$ cat src/rtl/mbx_pkg.sv
package mbx_pkg;

  // status byte bit positions (host software decodes these)
  localparam int STS_OBF     = 0;
  localparam int STS_IBF     = 1;
  localparam int STS_F0      = 2;
  localparam int STS_F1      = 3;
  localparam int STS_USR_LSB = 4;

  typedef struct packed {
    logic f1;
    logic f0;
    logic ibf;
    logic obf;
  } mbx_flags_t;

endpackage

$ cat src/rtl/mbx_sync_bit.sv
module mbx_sync_bit #(
  parameter int   STAGES  = 2,
  parameter logic RST_VAL = 1'b0
) (
  input  logic clk,
  input  logic rst_n,
  input  logic d,
  output logic q
);

  logic [STAGES-1:0] sh_q;
  logic [STAGES-1:0] sh_d;

  generate
    if (STAGES == 1) begin : g_single
      assign sh_d = d;
    end else begin : g_chain
      assign sh_d = {sh_q[STAGES-2:0], d};
    end
  endgenerate

  always_ff @(posedge clk or negedge rst_n) begin
    if (!rst_n) sh_q <= {STAGES{RST_VAL}};
    else        sh_q <= sh_d;
  end

  assign q = sh_q[STAGES-1];

endmodule

$ cat src/rtl/mbx_strobe_edge.sv
module mbx_strobe_edge #(
  parameter int STAGES = 2
) (
  input  logic clk,
  input  logic rst_n,
  input  logic strobe_n,
  output logic active,
  output logic rise
);

  logic sync_n;
  logic last_q;
  logic last_d;

  mbx_sync_bit #(.STAGES(STAGES), .RST_VAL(1'b1)) u_sync (
    .clk   (clk),
    .rst_n (rst_n),
    .d     (strobe_n),
    .q     (sync_n)
  );

  assign last_d = sync_n;

  always_ff @(posedge clk or negedge rst_n) begin
    if (!rst_n) last_q <= 1'b1;
    else        last_q <= last_d;
  end

  assign active = ~sync_n;
  assign rise   = sync_n & ~last_q;

endmodule

$ cat src/rtl/mbx_flag_core.sv
module mbx_flag_core
  import mbx_pkg::*;
#(
  parameter int DW = 8
) (
  input  logic          clk,
  input  logic          rst_n,
  input  logic          hw_done,
  input  logic [DW-1:0] hw_data,
  input  logic          hw_cd,
  input  logic          hrd_data_done,
  input  logic          loc_rd,
  input  logic          loc_wr,
  input  logic [DW-1:0] loc_wdata,
  input  logic          loc_sts_ld,
  input  logic          loc_f0_wr,
  input  logic          loc_f0_val,
  output logic [DW-1:0] din_q,
  output logic [DW-1:0] dout_q,
  output logic [DW-1:0] sts_live
);

  localparam int USR_W = DW - STS_USR_LSB;

  mbx_flags_t        flg_q, flg_d;
  logic [USR_W-1:0]  usr_q, usr_d;
  logic [DW-1:0]     din_d, dout_d;

  always_comb begin
    flg_d  = flg_q;
    usr_d  = usr_q;
    din_d  = din_q;
    dout_d = dout_q;
    // clears first, sets after: a set on the same edge wins
    if (loc_rd)        flg_d.ibf = 1'b0;
    if (hrd_data_done) flg_d.obf = 1'b0;
    if (hw_done) begin
      flg_d.ibf = 1'b1;
      flg_d.f1  = hw_cd;
      din_d     = hw_data;
    end
    if (loc_wr) begin
      flg_d.obf = 1'b1;
      dout_d    = loc_wdata;
    end
    if (loc_sts_ld) usr_d    = loc_wdata[DW-1:STS_USR_LSB];
    if (loc_f0_wr)  flg_d.f0 = loc_f0_val;
  end

  always_ff @(posedge clk or negedge rst_n) begin
    if (!rst_n) begin
      flg_q  <= '0;
      usr_q  <= '0;
      din_q  <= '0;
      dout_q <= '0;
    end else begin
      flg_q  <= flg_d;
      usr_q  <= usr_d;
      din_q  <= din_d;
      dout_q <= dout_d;
    end
  end

  always_comb begin
    sts_live                          = '0;
    sts_live[STS_OBF]                 = flg_q.obf;
    sts_live[STS_IBF]                 = flg_q.ibf;
    sts_live[STS_F0]                  = flg_q.f0;
    sts_live[STS_F1]                  = flg_q.f1;
    sts_live[DW-1:STS_USR_LSB]        = usr_q;
  end

endmodule

$ cat src/rtl/mbx_status_view.sv
module mbx_status_view #(
  parameter int DW = 8
) (
  input  logic          clk,
  input  logic          rst_n,
  input  logic          lock,
  input  logic [DW-1:0] sts_live,
  output logic [DW-1:0] sts_vis
);

  logic [DW-1:0] vis_d;

  always_comb begin
    vis_d = sts_vis;
    if (!lock) vis_d = sts_live;
  end

  always_ff @(posedge clk or negedge rst_n) begin
    if (!rst_n) sts_vis <= '0;
    else        sts_vis <= vis_d;
  end

endmodule

$ cat src/rtl/mbx_host_port.sv
module mbx_host_port
  import mbx_pkg::*;
#(
  parameter int DW          = 8,
  parameter int SYNC_STAGES = 2
) (
  input  logic          clk,
  input  logic          rst_n,
  input  logic          hst_sel_n,
  input  logic          hst_rd_n,
  input  logic          hst_wr_n,
  input  logic          hst_cd,
  input  logic [DW-1:0] hst_wdata,
  output logic [DW-1:0] hst_rdata,
  input  logic          loc_rd,
  input  logic          loc_wr,
  input  logic [DW-1:0] loc_wdata,
  input  logic          loc_sts_ld,
  input  logic          loc_f0_wr,
  input  logic          loc_f0_val,
  output logic [DW-1:0] loc_rdata,
  output logic          loc_ibf,
  output logic          loc_obf,
  output logic          loc_cmd
);

  logic          rst_n_s;
  logic          rd_qual_n, wr_qual_n;
  logic          rd_active, rd_rise;
  logic          wr_active, wr_rise;
  logic          cd_s;
  logic          sts_lock;
  logic          hrd_done;
  logic [DW-1:0] wr_data_hold_q, wr_data_hold_d;
  logic          wr_cd_hold_q, wr_cd_hold_d;
  logic          rd_cd_hold_q, rd_cd_hold_d;
  logic [DW-1:0] din_q, dout_q, sts_live, sts_vis;

  // reset: asserted at once, released through two flops
  mbx_sync_bit #(.STAGES(2), .RST_VAL(1'b0)) u_rst_sync (
    .clk   (clk),
    .rst_n (rst_n),
    .d     (1'b1),
    .q     (rst_n_s)
  );

  assign rd_qual_n = hst_rd_n | hst_sel_n;
  assign wr_qual_n = hst_wr_n | hst_sel_n;

  mbx_strobe_edge #(.STAGES(SYNC_STAGES)) u_rd_edge (
    .clk      (clk),
    .rst_n    (rst_n_s),
    .strobe_n (rd_qual_n),
    .active   (rd_active),
    .rise     (rd_rise)
  );

  mbx_strobe_edge #(.STAGES(SYNC_STAGES)) u_wr_edge (
    .clk      (clk),
    .rst_n    (rst_n_s),
    .strobe_n (wr_qual_n),
    .active   (wr_active),
    .rise     (wr_rise)
  );

  mbx_sync_bit #(.STAGES(SYNC_STAGES), .RST_VAL(1'b0)) u_cd_sync (
    .clk   (clk),
    .rst_n (rst_n_s),
    .d     (hst_cd),
    .q     (cd_s)
  );

  // capture access attributes while a strobe is seen low
  always_comb begin
    wr_data_hold_d = wr_data_hold_q;
    wr_cd_hold_d   = wr_cd_hold_q;
    rd_cd_hold_d   = rd_cd_hold_q;
    if (wr_active) begin
      wr_data_hold_d = hst_wdata;
      wr_cd_hold_d   = cd_s;
    end
    if (rd_active) rd_cd_hold_d = cd_s;
  end

  always_ff @(posedge clk or negedge rst_n_s) begin
    if (!rst_n_s) begin
      wr_data_hold_q <= '0;
      wr_cd_hold_q   <= 1'b0;
      rd_cd_hold_q   <= 1'b0;
    end else begin
      wr_data_hold_q <= wr_data_hold_d;
      wr_cd_hold_q   <= wr_cd_hold_d;
      rd_cd_hold_q   <= rd_cd_hold_d;
    end
  end

  assign hrd_done = rd_rise & ~rd_cd_hold_q;
  assign sts_lock = rd_active & cd_s;

  mbx_flag_core #(.DW(DW)) u_core (
    .clk           (clk),
    .rst_n         (rst_n_s),
    .hw_done       (wr_rise),
    .hw_data       (wr_data_hold_q),
    .hw_cd         (wr_cd_hold_q),
    .hrd_data_done (hrd_done),
    .loc_rd        (loc_rd),
    .loc_wr        (loc_wr),
    .loc_wdata     (loc_wdata),
    .loc_sts_ld    (loc_sts_ld),
    .loc_f0_wr     (loc_f0_wr),
    .loc_f0_val    (loc_f0_val),
    .din_q         (din_q),
    .dout_q        (dout_q),
    .sts_live      (sts_live)
  );

  mbx_status_view #(.DW(DW)) u_view (
    .clk      (clk),
    .rst_n    (rst_n_s),
    .lock     (sts_lock),
    .sts_live (sts_live),
    .sts_vis  (sts_vis)
  );

  assign hst_rdata = hst_cd ? sts_vis : dout_q;
  assign loc_rdata = din_q;
  assign loc_ibf   = sts_live[STS_IBF];
  assign loc_obf   = sts_live[STS_OBF];
  assign loc_cmd   = sts_live[STS_F1];

endmodule

$ cat config.mk
export PLATFORM = sky130hd
export DESIGN_NAME = mbx_host_port
export DESIGN_NICKNAME = d
export VERILOG_FILES = /design/src/rtl/mbx_pkg.sv /design/src/rtl/mbx_sync_bit.sv /design/src/rtl/mbx_strobe_edge.sv /design/src/rtl/mbx_flag_core.sv /design/src/rtl/mbx_status_view.sv /design/src/rtl/mbx_host_port.sv
export SDC_FILE = /design/constraint.sdc
export NUM_CORES = 1
export LEC_CHECK = 0
export BUFFER_PORTS_ARGS = -buffer_cell sky130_fd_sc_hd__buf_2
export CAP_MARGIN = 20
export CORE_ASPECT_RATIO = 1.25
export CORE_MARGIN = 2
export CORE_UTILIZATION = 25
export DETAILED_ROUTE_END_ITERATION = 16
export HOLD_SLACK_MARGIN = 0.06
export RECOVER_POWER = 100
export SYNTH_ARGS = -nofsm -noshare
export SYNTH_HDL_FRONTEND = slang
export SYNTH_SLANG_ARGS = --single-unit
$ cat constraint.sdc
create_clock -name clk -period 1.6 [get_ports clk]
set_input_delay 0.24 -clock clk [delete_from_list [all_inputs] [get_ports clk]]
set_output_delay 0.24 -clock clk [all_outputs]
set_load 0.005 [all_outputs]
==> metrics.md, run 1 <==
| Metric | Value |
|---|---|
| Final number of max-transition violations | `0` |
| Minimum period implied by the final worst setup slack | `roughly 1.3 ns` |
| Sw Pwr | `0.0006586 W` |
| Portion of the clock cycle consumed by the worst path in the final layout | `0.8328` |
| Multi-input gate area in the final layout | `roughly 600 µm²` |
| Max Clk Rate | `~0.75 GHz` |
| Cell type with the largest total area after synthesis | `dfrtp_1` |
| Number of iterations in the first detailed-routing pass | `2` |
| IR Drop Worst-Case VDD | `between 0.0004 and 0.0005 V` |
| Total buffers and inverters traversed by the critical path | `0` |
| Synth warnings | `0` |
| CTS HTree Levels | `2` |
| Critical Path Sink Type | `flop` |
| Port Buffers | `between 40 and 50` |
| Antenna violations before repair | `0` |
| Cell count after synthesis | `115` |
| Weighted congestion reported at the end of routability-driven placement | `0.6661` |
| Antenna cell count | `0` |
| Sequential cell area fraction in the yosys report | `0.6574` |
| Post-detail-place hpwl | `2433 µm` |
| Die X-Extent | `about 84 µm` |
| Average cell area after synthesis | `approximately 17 µm²` |
| Number of buffers created by CTS | `5` |
| Cell chain of the critical path | `nor2b_4 -> mux2_1` |
| Endpoint arrival time on the critical path | `1.52 ns` |
| Proportion of power drawn by the clock network | `0.285` |
| First-pass GRT wire length | `approximately 6000 µm` |
| CTS tree | `yes` |
| Count of vias placed by the detailed router | `1070` |
| Number of DRC violations after detailed routing | `0` |
| Total die area | `slightly below 9000 µm²` |
| Initial cell density of the core | `0.2569` |
| Number of synthesized register bits | `52` |
| Residual antenna-violating net count after detailed routing | `0` |
| Setup skew after layout | `0.008956 ns` |
| Wirelength, routed | `3486 µm` |
| Unrepaired setup endpoints after global routing | `false` |
| Count of fill cells added during filler insertion | `796` |
| Core Region | `between 7000 and 8000 µm²` |
| Pin count of the biggest net entering global routing | `51` |
| Net Sw Frac | `0.2415` |
| Reported max-cap violation count | `0` |
| Remaining Overflow, GRT | `0` |
| CP max-delay cell | `dfstp_2` |
| Relative area change from synthesis to final layout | `18.98%` |
| Clock tree root driver cell | `clkbuf_8` |
| Buffers from clock root to sink, at most | `2` |
| Share of the synthesized area in the top cell type | `0.5783` |
| Number of gates resized after cts | `0` |
| Clock network latency to the later pin of the worst-skew pair | `about 0.30 ns` |
| Int Pwr | `around 0.0021 W` |
| Cell Area, Placed | `roughly 2300 µm²` |
| Final instance area | `around 2400 µm²` |
| Sequential cell area | `~1300 µm²` |
| Ranking of synthesized cells by area | `dfrtp_1, mux2_2, dfstp_2, mux2_4, buf_12` |
| Worst setup path class | `reg -> reg` |
| Ratio of total power to cell area | `around 1200 nW/µm²` |
| Slew of the pin with the lowest slew margin | `~1.1 ns` |
| Largest fanout on the critical path | `10` |
| Nets | `194` |
| Smallest hold slack | `between 0.1 and 0.15 ns` |
| Number of global-route vias before repair | `1139` |
| Required time at the worst-slack endpoint | `around 1.8 ns` |
| Average routed wire per standard cell | `approximately 13 µm` |
| FP Rows | `36` |
| Post-Synthesis Cell Area | `between 1500 and 2000 µm²` |
| Count of final setup violators | `0` |
| Total power | `0.002727 W` |
| Number of hold violations in the final report | `0` |
| Nature of the critical path startpoint | `flop` |
| Global-route total usage across every layer | `0.08735` |
| Worst Hold Class | `in -> reg` |
| Distinct cells, synth | `16` |
| Share of total power in sequential cells | `0.578` |
| Slew margin rel. | `0.2514` |
| Initial detailed-routing violation count | `33` |
| Mean number of vias per cell | `about 4.1` |
| Result of the run | `completed` |
| Kind of cell with the highest combined delay on the critical path | `flip-flops` |
| Num Clock Sinks | `52` |
| Reg clk slew, reported paths | `0.09 ns` |
| Critical Path Max Stage Delay | `around 0.54 ns` |
| Post-Synthesis Net Count | `~140` |
| Number of top-level design ports | `46` |
| Combinational share of power | `0.138` |
| Sum of negative setup slack | `0 ns` |
| Fraction of final layout cells sized beyond drive strength 1 | `0.5536` |
| Reported leakage power | `a little over 1 nW` |
| Die Ht | `103.8 µm` |
-- metal layers --
metal,wire length [µm],GRT usage,vias to the layer above
li1,-,-,496
met1,1652,0.1168,531
met2,1572,0.1331,38
met3,213,0.02789,5
met4,48,0.03111,0
met5,0,0,-
-- worst paths after layout --
path	startpoint	to	depth (start not counted)	slack, ns
hold / removal	hst_wr_n	u_wr_edge.u_sync.sh_q[0]	2	0.13
max in group asynchronous	u_rst_sync.sh_q[1]	u_core.dout_q[2]	1	0.35
min in group asynchronous	rst_n	u_rst_sync.sh_q[0]	2	0.25
hold reg to reg	u_cd_sync.sh_q[0]	u_cd_sync.sh_q[1]	0	0.36
setup reg to reg	u_wr_edge.u_sync.sh_q[1]	u_core.din_q[1]	2	0.27
setup / recovery	u_wr_edge.u_sync.sh_q[1]	u_core.din_q[1]	2	0.27
-- registers in the layout, indices dropped and copies added, names as in the netlist --
name                   cells
rd_cd_hold_q               1
u_cd_sync.sh_q             2
u_core.din_q               8
u_core.dout_q              8
u_core.sts_live            4
u_core.usr_q               4
u_rd_edge.last_q           1
u_rd_edge.u_sync.sh_q      2
u_rst_sync.sh_q            2
u_view.sts_vis             8
u_wr_edge.last_q           1
u_wr_edge.u_sync.sh_q      2
wr_cd_hold_q               1
wr_data_hold_q             8
-- cell usage after synthesis --
master,n
nor2b_1,1
dfstp_2,6
nor2_1,2
buf_2,3
mux2_4,9
or2_2,2
nor4b_1,1
mux2_2,38
buf_12,1
nor2b_4,1
a21o_1,1
inv_1,1
a21o_2,1
conb_1,1
buf_6,1
dfrtp_1,46
-- layout by cell type (no fill, tap or decap), drive strengths merged --
master	n
mux2	47
dfrtp	46
buf	38
clkbuf	18
dfstp	6
or2	2
nor2	2
nor2b	2
a21o	2
nor4b	1
inv	1
clkinvlp	1
dlygate4sd3	1
conb	1
-- cells by family (layout without fill, tap and decap cells) --
group                  after synthesis  after routing  share of synthesized area
other                                1              1                   0.001884
flip-flops                          52             52                     0.6574
AO/OA/AOI/OAI                        2              2                   0.008173
buffers and inverters                6             59                    0.02514
AND/OR/NAND/NOR                      7              7                    0.02451
multiplexers                        47             47                     0.2828
-- power by group through the flow --
stage               clock network (W)  logic [W]  registers, W
floorplan                           0   0.000260       0.00161
global placement                    0   0.000441       0.00160
detailed placement                  0   0.000450       0.00161
CTS                          0.000821   0.000455       0.00159
global route                 0.000877   0.000420       0.00160
finish                       0.000776   0.000376       0.00158
-- per-stage QoR --
step | cells | util | worst slack, ns
after floorplan | 115 | - | 0.05578
after global placement | 254 | 0.3010 | 0.2587
final | 263 | 0.3057 | 0.2676
after CTS | 263 | 0.3144 | 0.2174
after global routing | 263 | 0.3057 | 0.09516
after detailed placement | 254 | 0.3010 | 0.2275
-- repair_timing --
item	CTS	global route
setup endpoints to repair	0	0
hold endpoints to repair	2	0
buffers inserted	0	0
hold buffers	1	0
-- layout make-up --
type	count	area share
Tap cell	95	0.05018
Inverter	1	0.001585
Clock buffer	7	0.03645
Clock inverter	1	0.003170
Multi-Input combinational cell	57	0.2525
Timing Repair Buffer	50	0.1030
Sequential cell	52	0.5531
(Power assumes the default switching activity.)
==> inputs of run 2 (changes only) <==
--- a/config.mk
+++ b/config.mk
@@ -5,6 +5,7 @@
 export SDC_FILE = /design/constraint.sdc
 export NUM_CORES = 1
 export LEC_CHECK = 0
+export ABC_AREA = 1
 export BUFFER_PORTS_ARGS = -buffer_cell sky130_fd_sc_hd__buf_2
 export CAP_MARGIN = 20
 export CORE_ASPECT_RATIO = 1.25
==> constraint.sdc (replaced) <==
create_clock -name clk -period 1.2 [get_ports clk]
set_input_delay 0.18 -clock clk [delete_from_list [all_inputs] [get_ports clk]]
set_output_delay 0.18 -clock clk [all_outputs]
set_load 0.005 [all_outputs]
==> metrics.md, run 2 <==
| Metric | Value |
|---|---|
| Reported max-cap violation count | `0` |
| Antenna violations before repair | `0` |
| Most common library cells after synthesis | `nand2_1, dfrtp_1, inv_1, o21ai_0, nand3_1` |
| Clock network latency to the later pin of the worst-skew pair | `0.30 ns` |
| Ranking of synthesized cells by area | `dfrtp_1, nand2_1, dfstp_2, o21ai_0, inv_1` |
| Setup skew after layout | `slightly above 0.009 ns` |
| IR Drop Worst-Case VDD | `around 0.00075 V` |
| Cell count after synthesis | `206` |
| Minimum setup slack among reg-to-reg paths | `0.10 ns` |
| FP Rows | `36` |
| Nets | `between 200 and 300` |
| Final number of max-transition violations | `0` |
| Total placed cells including tap cells | `approximately 340` |
| CTS tree | `yes` |
| Count of final setup violators | `0` |
| Worst Reg2Reg Path Length in Cells | `3` |
| Buffers from clock root to sink, at most | `2` |
| Most frequent standard cell in the layout excluding fill and tap cells | `nand2_1` |
| Port Buffers | `45` |
| Pin count of the biggest net entering global routing | `51` |
| Portion of the clock cycle consumed by the worst path in the final layout | `0.9503` |
| Worst setup path class | `reg -> out` |
| Post-Synthesis Cell Area | `approximately 2000 µm²` |
| Count of vias placed by the detailed router | `~1400` |
| Clock tree root driver cell | `clkbuf_8` |
| Most frequent cells in the layout | `nand2_1, dfrtp_1, buf_2, inv_1, o21ai_0` |
| Number of iterations in the first detailed-routing pass | `3` |
| Utilization after layout | `0.3174` |
| Number of global-route vias before repair | `about 1400` |
| Number of synthesized register bits | `52` |
| Nature of the critical path startpoint | `flop` |
| Core Region | `around 7800 µm²` |
| Global-route total usage across every layer | `0.09491` |
| Reported leakage power | `1.270 nW` |
| Synth warnings | `0` |
| First element of the critical path | `u_view.sts_vis[7]` |
| Slew margin rel. | `0.5525` |
| Num Clock Sinks | `52` |
| Post-Synthesis Net Count | `233` |
| Minimum period implied by the final worst setup slack | `between 1 and 1.5 ns` |
| CTS HTree Levels | `2` |
| Post-synth EDFFs | `0` |
| Cell type with the largest total area after synthesis | `dfrtp_1` |
| Ratio of total power to cell area | `around 1500 nW/µm²` |
| Die X-Extent | `around 84 µm` |
| Endpoint arrival time on the critical path | `0.96 ns` |
| Number of hold violations in the final report | `0` |
| First-pass GRT wire length | `slightly below 7000 µm` |
| Slew of the pin with the lowest slew margin | `0.6712 ns` |
| Initial cell density of the core | `0.2583` |
| Weighted congestion reported at the end of routability-driven placement | `around 0.76` |
| Relative area change from synthesis to final layout | `22.87%` |
| Capture endpoint of the worst hold path | `u_core.sts_live[2]` |
| Startpoint of the worst hold path | `loc_f0_wr` |
| Non-filler instance count after layout | `around 360` |
| Number of cells on the worst hold path | `2` |
| Antenna cell count | `0` |
| Number of DRC violations after detailed routing | `0` |
| Startpoint of the lowest-slack register-to-register path | `u_rd_edge.u_sync.sh_q[1]` |
| Smallest hold slack | `0.07823 ns` |
| Number of buffers created by CTS | `5` |
| Number of top-level design ports | `between 40 and 50` |
| Post-detail-place hpwl | `about 2700 µm` |
| Average cell area after synthesis | `approximately 9.8 µm²` |
| Share of the synthesized area in the top cell type | `0.5718` |
| Most frequent cell after synthesis | `nand2_1` |
| Result of the run | `completed` |
| Wirelength, routed | `about 3800 µm` |
| Residual antenna-violating net count after detailed routing | `0` |
| Die Ht | `between 100 and 150 µm` |
| Total die area | `between 8000 and 9000 µm²` |
| Worst reg2reg path endpoint | `rd_cd_hold_q` |
| Worst Hold Class | `in -> reg` |
| Required time at the worst-slack endpoint | `between 1 and 1.5 ns` |
| Count of fill cells added during filler insertion | `830` |
| Initial detailed-routing violation count | `52` |
| Max Clk Rate | `0.8769 GHz` |
| Distinct cells, synth | `17` |
| Fraction of final layout cells sized beyond drive strength 1 | `0.2222` |
| Sequential cell area fraction in the yosys report | `0.6501` |
| Critical Path Sink Type | `output port` |
| Mean number of vias per cell | `4.008` |
| Average routed wire per standard cell | `10.71 µm` |
| Async set-reset flop share out of synthesis | `1.000` |
| Largest fanout on the critical path | `2` |
| Reg clk slew, reported paths | `around 0.09 ns` |
| Remaining Overflow, GRT | `0` |
| Ys flop type | `dfrtp_1` |
[run 2: cell types whose count changed after synthesis, moves of 2 or more]
cell	before	now
inv_1	1	26
o21ai_0	0	26
buf_6	1	4
inv_2	0	2
mux2_2	38	0
nand2_1	0	62
buf_4	0	3
o21ai_1	0	4
o21ai_2	0	2
mux2_4	9	0
buf_2	3	0
a21oi_1	0	2
nand3_1	0	16
[run 2: kinds of logic after synthesis]
kind of cell | after synthesis | share of synthesized area
other | 1 | 0.001863
buffers and inverters | 35 | 0.08576
AOI/OAI and AO/OA | 34 | 0.08825
and+or+nand+nor | 84 | 0.1740
DFF | 52 | 0.6501
[run 2: stage by stage]
| step | setup WS (ns) | setup TNS (ns) | instance area, µm² | total power, W |
|---|---|---|---|---|
| 2_1_floorplan | 0.1804 | 0 | 2014 | 0.002329 |
| 3_3_place_gp | 0.1380 | 0 | 2326 | 0.002536 |
| 3_5_place_dp | 0.1329 | 0 | 2326 | 0.002546 |
| 4_1_cts | 0.03126 | 0 | 2477 | 0.003832 |
| 5_1_grt | -0.005069 | -0.005069 | 2474 | 0.003992 |
| 6_report | 0.05959 | 0 | 2474 | 0.003748 |
[run 2: how the worst max path moves through the flow]
stage | endpoint | cells after the start
after floorplan | u_core.din_q[0] | 5
after global placement | rd_cd_hold_q | 3
after detailed placement | rd_cd_hold_q | 3
after CTS | hst_rdata[3] | 3
after global routing | hst_rdata[7] | 3
final | hst_rdata[7] | 3
[run 2: worst max-delay path, stage by stage (launching register included)]
cell and delay [ns]:
dfrtp_1 0.40, nand2_1 0.06, o21ai_0 0.07, buf_2 0.14
[run 2: what timing repair did]
item / in CTS / in global routing
endpoints found under the setup margin: 0 / 6
hold endpoints to repair: 4 / 1
buffers inserted: 0 / 2
resized for setup: 0 / 7
hold buffers: 3 / 1
[run 2: where the power goes]
group / internal [W] / switching, W
clock network: 0.000682 / 0.000566
registers: 0.00195 / 0.000105
logic: 0.000195 / 0.000253
total: 0.00282 / 0.000923
[run 2: layer usage]
layer	part of all wire	vias up	global-route usage
met5	0	-	0
met4	0.018	0	0.03802
met3	0.054	8	0.03016
met2	0.45	38	0.1434
met1	0.48	637	0.1256
li1	-	744	-
[run 2: cell type report]
| type | instances | area (µm²) | area share |
|---|---|---|---|
| sequential | 52 | 1310 | 0.5296 |
| multi-input combinational | 119 | 531.8 | 0.2150 |
| inverter | 28 | 105.1 | 0.04249 |
| tap | 95 | 118.9 | 0.04805 |
| clock buffer | 6 | 82.58 | 0.03338 |
| timing repair buffer | 54 | 286.5 | 0.1158 |
| clock inverter | 2 | 38.79 | 0.01568 |
==> inputs of run 3 (changes only) <==
--- a/config.mk
+++ b/config.mk
@@ -13,7 +13,6 @@
 export CORE_UTILIZATION = 25
 export DETAILED_ROUTE_END_ITERATION = 16
 export HOLD_SLACK_MARGIN = 0.06
-export RECOVER_POWER = 100
 export SYNTH_ARGS = -nofsm -noshare
 export SYNTH_HDL_FRONTEND = slang
 export SYNTH_SLANG_ARGS = --single-unit
==> metrics.md, run 3 (synthesis gave the netlist of run 2 again) <==
| Metric | Value |
|---|---|
| Num Clock Sinks | `52` |
| Portion of the clock cycle consumed by the worst path in the final layout | `0.9502` |
| First-pass GRT wire length | `about 6800 µm` |
| Port Buffers | `45` |
| Busiest metal layer after global routing | `met2` |
| Total die area | `between 8000 and 9000 µm²` |
| Required time at the worst-slack endpoint | `between 1 and 1.5 ns` |
| Die X-Extent | `between 80 and 90 µm` |
| Number of gates on the worst path with buffers counted | `3` |
| Antenna violations before repair | `0` |
| Worst Hold Class | `in -> reg` |
| Nets | `287` |
| Number of buffers created by CTS | `5` |
| Buffers from clock root to sink, at most | `2` |
| Average routed wire per standard cell | `10.74 µm` |
| Setup skew after layout | `about 0.0087 ns` |
| Count of final setup violators | `0` |
| FP Rows | `36` |
| Final WS setup | `roughly 0.06 ns` |
| Critical Path Max Stage Delay | `0.40 ns` |
| Int Pwr | `about 0.0029 W` |
| Minimum period implied by the final worst setup slack | `1.140 ns` |
| Total buffers and inverters traversed by the critical path | `1` |
| Initial detailed-routing violation count | `51` |
| Worst Reg2Reg Path Length in Cells | `3` |
| Nature of the critical path startpoint | `flop` |
| CP max-delay cell | `dfrtp_1` |
| Reg clk slew, reported paths | `0.09 ns` |
| CTS tree | `yes` |
| Core Region | `7792 µm²` |
| Relative area change from synthesis to final layout | `24.49%` |
| Clock network latency to the later pin of the worst-skew pair | `0.30 ns` |
| Die Ht | `between 100 and 150 µm` |
| Global-route total usage across every layer | `0.09491` |
| Wirelength, routed | `approximately 3800 µm` |
| Worst setup path class | `reg -> out` |
| Net Sw Frac | `0.2455` |
| Mean number of vias per cell | `~4.0` |
| Kind of cell with the highest combined delay on the critical path | `flip-flops` |
| Sw Pwr | `a little over 0.0009 W` |
| Worst reg2reg path endpoint | `rd_cd_hold_q` |
| CTS HTree Levels | `2` |
| Largest fanout on the critical path | `2` |
| Number of top-level design ports | `46` |
| Clock tree root driver cell | `clkbuf_8` |
| Critical Path Sink Type | `output port` |
| Capture endpoint of the worst hold path | `u_core.sts_live[2]` |
| Remaining Overflow, GRT | `0` |
| Residual antenna-violating net count after detailed routing | `0` |
| Startpoint of the worst hold path | `loc_f0_wr` |
| Most frequent standard cell in the layout excluding fill and tap cells | `nand2_1` |
| Count of vias placed by the detailed router | `1420` |
| Weighted congestion reported at the end of routability-driven placement | `0.7584` |
| Result of the run | `completed` |
| Number of cells on the worst hold path | `2` |
| Post-detail-place hpwl | `approximately 2700 µm` |
| Number of iterations in the first detailed-routing pass | `3` |
| Number of hold violations in the final report | `0` |
| Antenna cell count | `0` |
| Reported max-cap violation count | `0` |
| Reported leakage power | `around 1.3 nW` |
| Combinational share of power | `0.126` |
| Number of global-route vias before repair | `1427` |
| Met1 global-route usage | `0.1256` |
| Proportion of power drawn by the clock network | `0.331` |
| Sum of negative setup slack | `0 ns` |
| Startpoint of the lowest-slack register-to-register path | `u_rd_edge.u_sync.sh_q[1]` |
| Minimum setup slack among reg-to-reg paths | `approximately 0.13 ns` |
| Max Clk Rate | `approximately 0.9 GHz` |
| Met3 demand-to-capacity share in global routing | `0.03016` |
| Ratio of total power to cell area | `about 1500 nW/µm²` |
| Pin count of the biggest net entering global routing | `51` |
| Worst setup slack before clock tree synthesis | `around 0.13 ns` |
| Endpoint arrival time on the critical path | `~0.96 ns` |
| Fraction of final layout cells sized beyond drive strength 1 | `0.2874` |
| Share of total power in sequential cells | `0.544` |
| Number of DRC violations after detailed routing | `0` |
| Cell chain of the critical path | `nand2_1 -> o21ai_0 -> buf_2` |
| Global-route met2 utilization | `0.1434` |
| Initial cell density of the core | `0.2583` |
| Final number of max-transition violations | `0` |
| IR Drop Worst-Case VDD | `between 0.0007 and 0.0008 V` |
| Most frequent cells in the layout | `nand2_1, buf_2, dfrtp_1, inv_1, o21ai_0` |
## run 3: per-layer routing
layer / routed length (µm) / vias up
met4: 74 / 0
met2: 1693 / 38
met3: 201 / 8
met1: 1854 / 631
met5: 0 / -
li1: - / 743
## run 3: cell type report
type / instances / area (µm²)
multi-input cells: 119 / 535.5
inverters: 28 / 105.1
clock buffers: 6 / 82.58
fillers: 817 / 5286
repair buffers: 54 / 315.3
clock inverters: 2 / 38.79
well taps: 95 / 118.9
flip-flops and latches: 52 / 1310
## run 3: worst max path at each step
| stage | start | endpoint | slack (ns) |
|---|---|---|---|
| after floorplan | u_wr_edge.u_sync.sh_q[1] | u_core.din_q[0] | 0.18 |
| after global routing | u_view.sts_vis[7] | hst_rdata[7] | -0.005 |
| final | u_view.sts_vis[7] | hst_rdata[7] | 0.06 |
| after global placement | u_rd_edge.u_sync.sh_q[1] | rd_cd_hold_q | 0.14 |
| after detailed placement | u_rd_edge.u_sync.sh_q[1] | rd_cd_hold_q | 0.13 |
| after CTS | u_view.sts_vis[3] | hst_rdata[3] | 0.03 |
## run 3: timing repair
action / in CTS / in global routing
resized for setup: 0 / 7
endpoints found under the setup margin: 0 / 6
setup buffers: 0 / 2
hold buffers: 3 / 1
endpoints found under the hold margin: 4 / 1
## run 3: power groups by stage
stage | combinational (W) | clock (W) | sequential [W]
6_report | 0.000475 | 0.00125 | 0.00205
5_1_grt | 0.000565 | 0.00138 | 0.00208
4_1_cts | 0.000466 | 0.00131 | 0.00206
3_5_place_dp | 0.000458 | 0 | 0.00209
3_3_place_gp | 0.000448 | 0 | 0.00209
2_1_floorplan | 0.000243 | 0 | 0.00209
## run 3: through the flow
step	instances	cell area, µm²	total power, W	utilization	hold WS (ns)
after detailed placement	342	2326	0.002546	0.2985	-0.03138
after global routing	356	2506	0.004021	0.3216	0.06107
after CTS	353	2477	0.003832	0.3179	0.06188
after floorplan	206	2014	0.002329	-	-0.1156
after global placement	342	2326	0.002536	0.2985	-0.03339
final	356	2506	0.003779	0.3216	0.07850
